## src/rtl/tdm_autobuf_pkg.sv

```systemverilog
package tdm_autobuf_pkg;
  parameter int WORD_W = 16;
  parameter int SLOTS  = 3;
  parameter int SYNC_STAGES = 2;
  localparam int SLOT_W = (SLOTS > 1) ? $clog2(SLOTS) : 1;
  localparam int BIT_W  = $clog2(WORD_W);

  // Strobes from the control to the datapath
  typedef struct packed {
    logic              shiftEn;  // rising bit clock inside a frame
    logic              bitIn;    // synchronized data bit
    logic              wordWr;   // last bit of a slot: commit the word
    logic [SLOT_W-1:0] slot;     // current slot index
    logic              txUpd;    // falling bit clock: update tx line
    logic              txOn;     // a frame is in progress
    logic [BIT_W-1:0]  txBit;    // bit index inside the slot, 0 = MSB
  } strb_t;
endpackage

```

## src/rtl/tdm_autobuf_ctrl.sv

```systemverilog
module tdm_autobuf_ctrl
  import tdm_autobuf_pkg::*;
(
  input  logic  clk,
  input  logic  rstN,
  input  logic  sclkIn,
  input  logic  rxDataIn,
  input  logic  rxFsyncIn,
  input  logic  irqPerWord,
  output strb_t st,
  output logic  rxIrq,
  output logic  frameErr
);
  localparam logic [BIT_W-1:0]  LAST_BIT  = BIT_W'(WORD_W - 1);
  localparam logic [SLOT_W-1:0] LAST_SLOT = SLOT_W'(SLOTS - 1);

  logic [SYNC_STAGES-1:0] sclkSync, dataSync, fsSync;
  logic sclkPrev;
  logic active;
  logic [SLOT_W-1:0] slotIdx;
  logic [BIT_W-1:0]  bitIdx;

  always_ff @(posedge clk) begin
    if (!rstN) begin
      sclkSync <= '0;
      dataSync <= '0;
      fsSync   <= '0;
      sclkPrev <= 1'b0;
    end else begin
      sclkSync <= {sclkSync[SYNC_STAGES-2:0], sclkIn};
      dataSync <= {dataSync[SYNC_STAGES-2:0], rxDataIn};
      fsSync   <= {fsSync[SYNC_STAGES-2:0], rxFsyncIn};
      sclkPrev <= sclkSync[SYNC_STAGES-1];
    end
  end

  logic riseEdge, fallEdge, fsNow, bitNow;
  assign riseEdge = sclkSync[SYNC_STAGES-1] & ~sclkPrev;
  assign fallEdge = ~sclkSync[SYNC_STAGES-1] & sclkPrev;
  assign fsNow    = fsSync[SYNC_STAGES-1];
  assign bitNow   = dataSync[SYNC_STAGES-1];

  always_ff @(posedge clk) begin
    if (!rstN) begin
      active   <= 1'b0;
      slotIdx  <= '0;
      bitIdx   <= '0;
      rxIrq    <= 1'b0;
      frameErr <= 1'b0;
    end else begin
      rxIrq    <= 1'b0;
      frameErr <= 1'b0;
      if (riseEdge) begin
        if (fsNow) begin
          frameErr <= active;
          active   <= 1'b1;
          slotIdx  <= '0;
          bitIdx   <= '0;
        end else if (active) begin
          if (bitIdx == LAST_BIT) begin
            bitIdx <= '0;
            if (irqPerWord) rxIrq <= 1'b1;
            if (slotIdx == LAST_SLOT) begin
              active  <= 1'b0;
              slotIdx <= '0;
              if (!irqPerWord) rxIrq <= 1'b1;
            end else begin
              slotIdx <= slotIdx + 1'b1;
            end
          end else begin
            bitIdx <= bitIdx + 1'b1;
          end
        end
      end
    end
  end

  always_comb begin
    st.shiftEn = riseEdge & ~fsNow & active;
    st.bitIn   = bitNow;
    st.wordWr  = riseEdge & ~fsNow & active & (bitIdx == LAST_BIT);
    st.slot    = slotIdx;
    st.txUpd   = fallEdge;
    st.txOn    = active;
    st.txBit   = bitIdx;
  end

  AST_IRQ_SINGLE_CYCLE: assert property (@(posedge clk) disable iff (!rstN)
    rxIrq |=> !rxIrq);
  AST_BLOCK_IRQ_AT_END: assert property (@(posedge clk) disable iff (!rstN)
    (rxIrq && !irqPerWord) |-> !active);
  AST_SLOT_IN_RANGE: assert property (@(posedge clk) disable iff (!rstN)
    int'(slotIdx) < SLOTS);
  AST_ERR_RESTARTS: assert property (@(posedge clk) disable iff (!rstN)
    frameErr |-> (active && slotIdx == '0 && bitIdx == '0));
endmodule

```

## src/rtl/tdm_autobuf_data.sv

```systemverilog
module tdm_autobuf_data
  import tdm_autobuf_pkg::*;
(
  input  logic              clk,
  input  logic              rstN,
  input  strb_t             st,
  input  logic              txWrEn,
  input  logic [SLOT_W-1:0] txWrAddr,
  input  logic [WORD_W-1:0] txWrData,
  input  logic [SLOT_W-1:0] rxRdAddr,
  output logic [WORD_W-1:0] rxRdData,
  output logic              txDataOut
);
  localparam logic [BIT_W-1:0] MSB_IDX = BIT_W'(WORD_W - 1);

  logic [WORD_W-1:0] shiftReg;
  logic [WORD_W-1:0] rxBuf [SLOTS];
  logic [WORD_W-1:0] txBuf [SLOTS];
  logic [WORD_W-1:0] nextWord;

  assign nextWord = {shiftReg[WORD_W-2:0], st.bitIn};

  always_ff @(posedge clk) begin
    if (!rstN) begin
      shiftReg <= '0;
      for (int i = 0; i < SLOTS; i++) rxBuf[i] <= '0;
    end else if (st.shiftEn) begin
      shiftReg <= nextWord;
      if (st.wordWr && int'(st.slot) < SLOTS) rxBuf[st.slot] <= nextWord;
    end
  end

  always_ff @(posedge clk) begin
    if (!rstN) begin
      for (int i = 0; i < SLOTS; i++) txBuf[i] <= '0;
    end else if (txWrEn && int'(txWrAddr) < SLOTS) begin
      txBuf[txWrAddr] <= txWrData;
    end
  end

  always_ff @(posedge clk) begin
    if (!rstN) begin
      txDataOut <= 1'b0;
    end else if (st.txUpd) begin
      if (st.txOn && int'(st.slot) < SLOTS) txDataOut <= txBuf[st.slot][MSB_IDX - st.txBit];
      else txDataOut <= 1'b0;
    end
  end

  assign rxRdData = (int'(rxRdAddr) < SLOTS) ? rxBuf[rxRdAddr] : '0;

  AST_TX_ONLY_AFTER_FALL: assert property (@(posedge clk) disable iff (!rstN)
    !st.txUpd |=> $stable(txDataOut));
  AST_TX_IDLE_LOW: assert property (@(posedge clk) disable iff (!rstN)
    (st.txUpd && !st.txOn) |=> !txDataOut);
endmodule

```

## src/rtl/tdm_autobuf_port.sv

```systemverilog
module tdm_autobuf_port
  import tdm_autobuf_pkg::*;
(
  input  logic              clk,
  input  logic              rstN,
  input  logic              sclkIn,
  input  logic              rxDataIn,
  input  logic              rxFsyncIn,
  input  logic              irqPerWord,
  input  logic              txWrEn,
  input  logic [SLOT_W-1:0] txWrAddr,
  input  logic [WORD_W-1:0] txWrData,
  input  logic [SLOT_W-1:0] rxRdAddr,
  output logic [WORD_W-1:0] rxRdData,
  output logic              txDataOut,
  output logic              rxIrq,
  output logic              frameErr
);
  strb_t strobes;

  tdm_autobuf_ctrl ctrl_i (
    .clk(clk), .rstN(rstN), .sclkIn(sclkIn), .rxDataIn(rxDataIn),
    .rxFsyncIn(rxFsyncIn), .irqPerWord(irqPerWord), .st(strobes),
    .rxIrq(rxIrq), .frameErr(frameErr)
  );

  tdm_autobuf_data data_i (
    .clk(clk), .rstN(rstN), .st(strobes), .txWrEn(txWrEn),
    .txWrAddr(txWrAddr), .txWrData(txWrData), .rxRdAddr(rxRdAddr),
    .rxRdData(rxRdData), .txDataOut(txDataOut)
  );
endmodule

```

## config.mk

```make
export PLATFORM = sky130hd
export DESIGN_NAME = tdm_autobuf_port
export DESIGN_NICKNAME = d
export VERILOG_FILES = /design/src/rtl/tdm_autobuf_pkg.sv /design/src/rtl/tdm_autobuf_ctrl.sv /design/src/rtl/tdm_autobuf_data.sv /design/src/rtl/tdm_autobuf_port.sv
export SDC_FILE = /design/constraint.sdc
export NUM_CORES = 1
export LEC_CHECK = 0
export CORE_MARGIN = 5
export CORE_UTILIZATION = 45
export CTS_CLUSTER_DIAMETER = 100
export CTS_CLUSTER_SIZE = 12
export DETAILED_ROUTE_END_ITERATION = 10
export PLACE_DENSITY = 0.71
export SKIP_LAST_GASP = 1
export SLEW_MARGIN = 5
export SYNTH_ARGS = -nofsm -noshare
export SYNTH_HDL_FRONTEND = slang
export SYNTH_HIERARCHICAL = 1
export SYNTH_SLANG_ARGS = --single-unit
export TNS_END_PERCENT = 10
```

## constraint.sdc

```tcl
create_clock -name clk -period 5.5 [get_ports clk]
set_input_delay 0.55 -clock clk [delete_from_list [all_inputs] [get_ports clk]]
set_output_delay 0.55 -clock clk [all_outputs]
set_load 0.01 [all_outputs]
```

==> impl_results.md, run 1 <==
* Fillcell total at 1,149
* Setup Buffers After CTS at 0
* Top cells by count, synth: edfxtp_1, and2_1, mux2i_1
* Final Setup Violations at 0
* CTS max path bufs at 2
* Drt via density at 5.10
* Hold WC Path Type: flip-flop to flip-flop
* Fin crit share at 0.667
* Worst ir drop on vdd at 0.000213 V
* Overall Global Routing Usage at 0.151
* Top-count cell post-synth: edfxtp_1
* GPL Wtd Cong at 0.693
* Clock Pin Slew Worst Setup and Hold Paths at 0.06 ns
* Seq cells post-synth at 144
* Largest net degree at the start of global routing at 38
* Post-synth top area share at 0.533
* Worst EP arrival at 3.12 ns
* Vias after detailed routing at 3,654
* HPWL Detailed at 7160 um
* Core Region at 13,800 sq um
* Vias in the first global route at 3,918
* I/O Buffers at 45
* FP Rows at 43
* Iter 0 DRT Violations at 184
* DRC at 0
* CTS tree: yes
* Grt ovf at 0
* Root buffer cell: clkbuf_16
* Die Height at 128 um
* Synth async-reset ratio at 0
* Skew final at 0.00687 ns
* Nature of the critical path endpoint: primary output
* Cts hold-fix bufs at 0
* First-pass GRT wire length at 19,200 um
* Initial core utilization at 0.456
* Leak pwr at 2.66 nW
* Die W at 128 um
* Routed WL at 11,400 um
* Power density over the cells at 339 nW/um^2
* Drt first pass iters at 4
* Number of flops mapped to enable cells by yosys at 112
* # IOs at 46
* Final net count at 552
* RSZ-0062 raised after global routing: false
* Ys flop type: edfxtp_1
* Clock Latency Late Sink at 0.42 ns
* Clock tree sinks at 144
* Final Hold Fails at 0
* Crit-path max FO at 17
* Final Max Tran Viols at 0
* Crit path kind: primary input to primary output
* Count of synthesis-stage warnings from yosys at 6
* Post-cts resize count at 0
* Setup TNS at 0 ns
* Placed Area at 6970 sq um
* Initial antenna violation count at 0
* Min cycle time layout at 3.67 ns
* Crit start category: primary input
* Routed len/inst at 15.9 um
* Mean post-synth cell area at 13.7 sq um
* Post-synthesis sequential area ratio at 0.634
* ANT cells at 0
* Cell taking the most area after synthesis: edfxtp_1
* Status: finished clean
* Mapped Cells at 462
* Die ar. at 16,500 sq um
* Max-cap violations at 0
* CTS Buf Count at 17
* Synth Cell Area at 6310 sq um
* Data required, critical path at 4.95 ns
* Worst-Margin Slew at 1.11 ns
* Post-synth cell types at 47
* Final instance area at 7600 sq um
* Max_slew headroom at 0.262
* H-tree level count at 4
* Fmax at 273 MHz
* Share of post-route cells with drive strength above 1 at 0.106
* Largest cells by area after synthesis: edfxtp_1, and2_1, dfxtp_1
* DRT antenna net count at 0
* Area grow syn2layout at 20.4%
==> cells in the final DEF, fill, tap and decap left out, types with 2 or more instances in the layout <==
| cell type | n |
|---|---|
| nand2b_1 | 6 |
| nor3b_1 | 2 |
| nor3_2 | 2 |
| nand2_1 | 27 |
| conb_1 | 16 |
| nor4_1 | 3 |
| o21ai_0 | 23 |
| nand3b_1 | 2 |
| edfxtp_1 | 112 |
| mux2i_1 | 34 |
| clkbuf_16 | 17 |
| bufinv_16 | 4 |
| nor2_1 | 6 |
| clkinvlp_4 | 3 |
| inv_1 | 6 |
| nor2b_1 | 18 |
| nand3_1 | 2 |
| mux4_1 | 9 |
| buf_4 | 8 |
| and2_1 | 103 |
| o211ai_1 | 3 |
| mux2_2 | 6 |
| a21oi_1 | 11 |
| inv_6 | 4 |
| clkdlybuf4s50_1 | 45 |
| mux4_2 | 5 |
| o22ai_1 | 2 |
| o31ai_1 | 3 |
| dfxtp_1 | 32 |
==> kinds of logic (layout without fill, tap and decap cells) <==
family,Yosys count,in the layout,share of synthesized area
muxes,54,54,0.120
buffers and inverters,31,91,0.0264
AOI/OAI and AO/OA,49,49,0.0446
adders and majority gates,1,1,0.00198
and+or+nand+nor,182,182,0.172
other,1,16,0.000594
DFF,144,144,0.634
==> power breakdown <==
part / leakage (nW) / total, mW / switching [mW] / internal [mW]
logic: 1.00 / 0.120 / 0.0601 / 0.0597
registers: 1.36 / 1.24 / 0.0134 / 1.22
clock network: 0.300 / 1.22 / 0.456 / 0.765
==> flip-flops by register name, indices dropped and copies added (netlist names) <==
signal	count
data_i/txBuf	64
data_i/rxBuf	48
data_i/shiftReg	15
ctrl_i/bitIdx	4
ctrl_i/dataSync	2
ctrl_i/fsSync	2
ctrl_i/sclkSync	2
ctrl_i/slotIdx	2
ctrl_i/active	1
ctrl_i/frameErr	1
ctrl_i/rxIrq	1
ctrl_i/sclkPrev	1
data_i/txDataOut	1
==> worst paths after layout <==
| path | depth (start not counted) | slack (ns) | end | startpoint |
|---|---|---|---|---|
| worst max-delay path | 5 | 1.83 | rxRdData[1] | rxRdAddr[0] |
| worst min register to register | 1 | 0.43 | ctrl_i/sclkSync[1] | ctrl_i/sclkSync[0] |
| worst max register to register | 6 | 1.93 | data_i/rxBuf[0][9] | ctrl_i/bitIdx[0] |
| worst min-delay path | 1 | 0.43 | ctrl_i/sclkSync[1] | ctrl_i/sclkSync[0] |
==> critical path: stages <==
cell and delay (ns):
clkdlybuf4s50_1 0.79, nor2b_1 0.94, nand2_1 0.14, o21ai_0 0.12
clkdlybuf4s50_1 0.57
==> metal layers <==
layer / wire length, um / global-route usage
met5: 0 / 0
met1: 4970 / 0.176
met4: 124 / 0.0499
met3: 427 / 0.0531
met2: 5890 / 0.261
==> metrics by stage <==
stage,util,power [mW],instances,hold slack (ns),setup slack [ns]
2_1_floorplan,-,1.32,477,0.412,2.64
3_3_place_gp,0.504,1.38,685,0.423,1.91
3_5_place_dp,0.504,1.38,685,0.419,1.75
4_1_cts,0.550,2.60,717,0.441,1.76
5_1_grt,0.550,2.67,717,0.450,1.53
6_report,0.550,2.58,717,0.433,1.83
==> area by class of cell <==
class                           count  area (sq um)  share of cell area
Sequential cell                   144          4000               0.527
Multi-Input combinational cell    302          2210               0.290
Timing Repair Buffer               53           510              0.0672
Clock buffer                       17           425              0.0560
Tap cell                          180           225              0.0296
Clock inverter                     15           206              0.0272
Inverter                            6          22.5             0.00296
No activity file was read; power rests on OpenSTA's default activity.
==> run 2, diff against run 1 <==
clock period = 3.5 ns   (was 5.5 ns; I/O delays follow)
==> run 2 against run 1 <==
Non-clock buffer count grew 9. Global-route usage shrank 0.25 points. Via count grew 1.2%. Sequential share of layout area rose by 0.12 points. Setup slack worse by 0.86 ns. Combinational power rose by 60%. Critical path type unchanged. Highest routed layer unchanged.
==> impl_results.md, run 2 (synthesis results as in run 1) <==
* Post-cts resize count at 0 (unchanged)
* Crit start category: primary input
* Die W at 128 um (unchanged)
* Grt ovf at 0 (unchanged)
* Worst EP arrival at 2.18 ns (-0.94 ns)
* Vias after detailed routing at 3,699 (+1.2%)
* Vias in the first global route at 3,871 (-1.2%)
* H-tree level count at 4 (unchanged)
* Fin crit share at 0.723
* Total chip power at 3.82 mW (+48%)
* First-pass GRT wire length at 18,900 um (-1.6%)
* Nature of the critical path endpoint: primary output
* Area grow syn2layout at 20.1%
* CP max stage cell: clkdlybuf4s50_1
* Largest net degree at the start of global routing at 37 (-2.6%)
* Commonest non-fill, non-tap cell in the layout: edfxtp_1
* Routed len/inst at 15.7 um (-1.6%)
* Final Setup Violations at 0 (unchanged)
* # IOs at 46 (unchanged)
* Largest register FFs at 64 (unchanged)
* Setup TNS at 0 ns (unchanged)
* Clock Pin Slew Worst Setup and Hold Paths at 0.05 ns (about the same)
* RSZ-0062 raised after global routing: false
* Iter 0 DRT Violations at 193 (+4.9%)
* Share of post-route cells with drive strength above 1 at 0.106 (about the same)
* Hold WC Path Type: flip-flop to flip-flop
* Clock tree sinks at 144 (unchanged)
* I/O Buffers at 45 (unchanged)
* Reg area at 4000 sq um (unchanged)
* Clock Latency Late Sink at 0.41 ns (about the same)
* Worst ir drop on vdd at 0.000274 V (+28%)
* Min cycle time layout at 2.53 ns
* Fmax at 395 MHz
* Power density over the cells at 503 nW/um^2 (+48%)
* Root buffer cell: clkbuf_16
* Final Hold Fails at 0 (unchanged)
* Worst path cell trace: clkdlybuf4s50_1, nor2b_1, buf_4, nand2_1, o21ai_0, clkdlybuf4s50_1
* Core Region at 13,800 sq um (unchanged)
* Crit path buf inv count at 3 (+1)
* DRT antenna net count at 0 (unchanged)
* Skew final at 0.00576 ns (-0.00111 ns)
* Die ar. at 16,500 sq um (unchanged)
* CTS tree: yes
* Setup Buffers After CTS at 0 (unchanged)
* Drt via density at 5.10 (about the same)
* Crit path kind: primary input to primary output
* Crit-path max FO at 11 (-6)
* Die Height at 128 um (unchanged)
* Final Max Tran Viols at 0 (unchanged)
* Fillcell total at 1,123 (-2.3%)
* Top Registers: data_i/txBuf: 64 flops, data_i/rxBuf: 48 flops, data_i/shiftReg: 15 flops
* Overall Global Routing Usage at 0.149 (-0.00255)
* GPL Wtd Cong at 0.719 (+3.8%)
* Dpl cells at 694 (+1.3%)
* CTS max path bufs at 2 (unchanged)
* Final net count at 561 (+1.6%)
* Initial core utilization at 0.456 (unchanged)
* Data required, critical path at 3.15 ns (-1.80 ns)
* Worst-Margin Slew at 0.954 ns (-0.151 ns)
* Max-cap violations at 0 (unchanged)
* Most frequent cell on the critical path: clkdlybuf4s50_1
* FP Rows at 43 (unchanged)
* HPWL Detailed at 7330 um (+2.5%)
* Top reg by flops: data_i/txBuf
* DRC at 0 (unchanged)
* CTS Buf Count at 17 (unchanged)
* Most frequent cells in the layout: edfxtp_1, and2_1, clkdlybuf4s50_1
* Non-filler instance count after layout at 726 (+1.3%)
* Initial antenna violation count at 0 (unchanged)
* Status: finished clean
* Crit path max-delay family: buffers and inverters
* Routed WL at 11,400 um (-0.32%)
* Cts hold-fix bufs at 0 (unchanged)
* Leak pwr at 2.67 nW (+0.46%)
* Area occupied by multi-input gates at 2200 sq um (-0.40%)
* Max_slew headroom at 0.364 (+0.102)
* ANT cells at 0 (unchanged)
* Drt first pass iters at 4 (unchanged)
* Worst path max stage delay at 0.57 ns (-0.37 ns)
## run 2: cell count changes in the layout (fill, tap and decap cells not counted), sizes merged
| cell | change |
|---|---|
| clkbuf | +3 |
| buf | +9 |
| inv | -5 |
| clkinvlp | -2 |
| clkinv | +6 |
| bufinv | -2 |
## run 2: where the power goes
group	internal [mW]	leakage, nW	switching [mW]	total (mW)
sequential	1.92	1.36	0.0213	1.95
clock	1.04	0.268	0.642	1.68
combinational	0.0975	1.05	0.0947	0.192
## run 2: final timing paths
check / from / endpoint / slack (ns) / cells after the start
min reg2reg: ctrl_i/sclkSync[0] / ctrl_i/sclkSync[1] / 0.43 / 1
min: ctrl_i/sclkSync[0] / ctrl_i/sclkSync[1] / 0.43 / 1
max reg2reg: ctrl_i/bitIdx[0] / data_i/rxBuf[0][10] / 1.04 / 9
max: rxRdAddr[0] / rxRdData[13] / 0.97 / 6
## run 2: area by class of cell
type | count | area share
repair buffers | 62 | 0.0762
flip-flops and latches | 144 | 0.528
well taps | 180 | 0.0297
inverters | 6 | 0.00297
clock inverters | 12 | 0.0157
multi-input cells | 302 | 0.290
clock buffers | 20 | 0.0576
## run 2: layer usage
layer,track usage,vias up,wire length (um)
li1,-,1810,-
met5,0,-,0
met4,0.0549,0,170
met1,0.172,1790,4830
met3,0.0423,16,504
met2,0.262,83,5860
## run 2: through the flow
step	worst slack (ns)	cell area [sq um]	hold slack, ns	utilization
finish	0.968	7580	0.435	0.548
floorplan	0.645	6370	0.412	-
global placement	1.08	7030	0.422	0.508
detailed placement	0.963	7030	0.423	0.508
CTS	0.947	7580	0.442	0.548
global route	0.819	7580	0.454	0.548
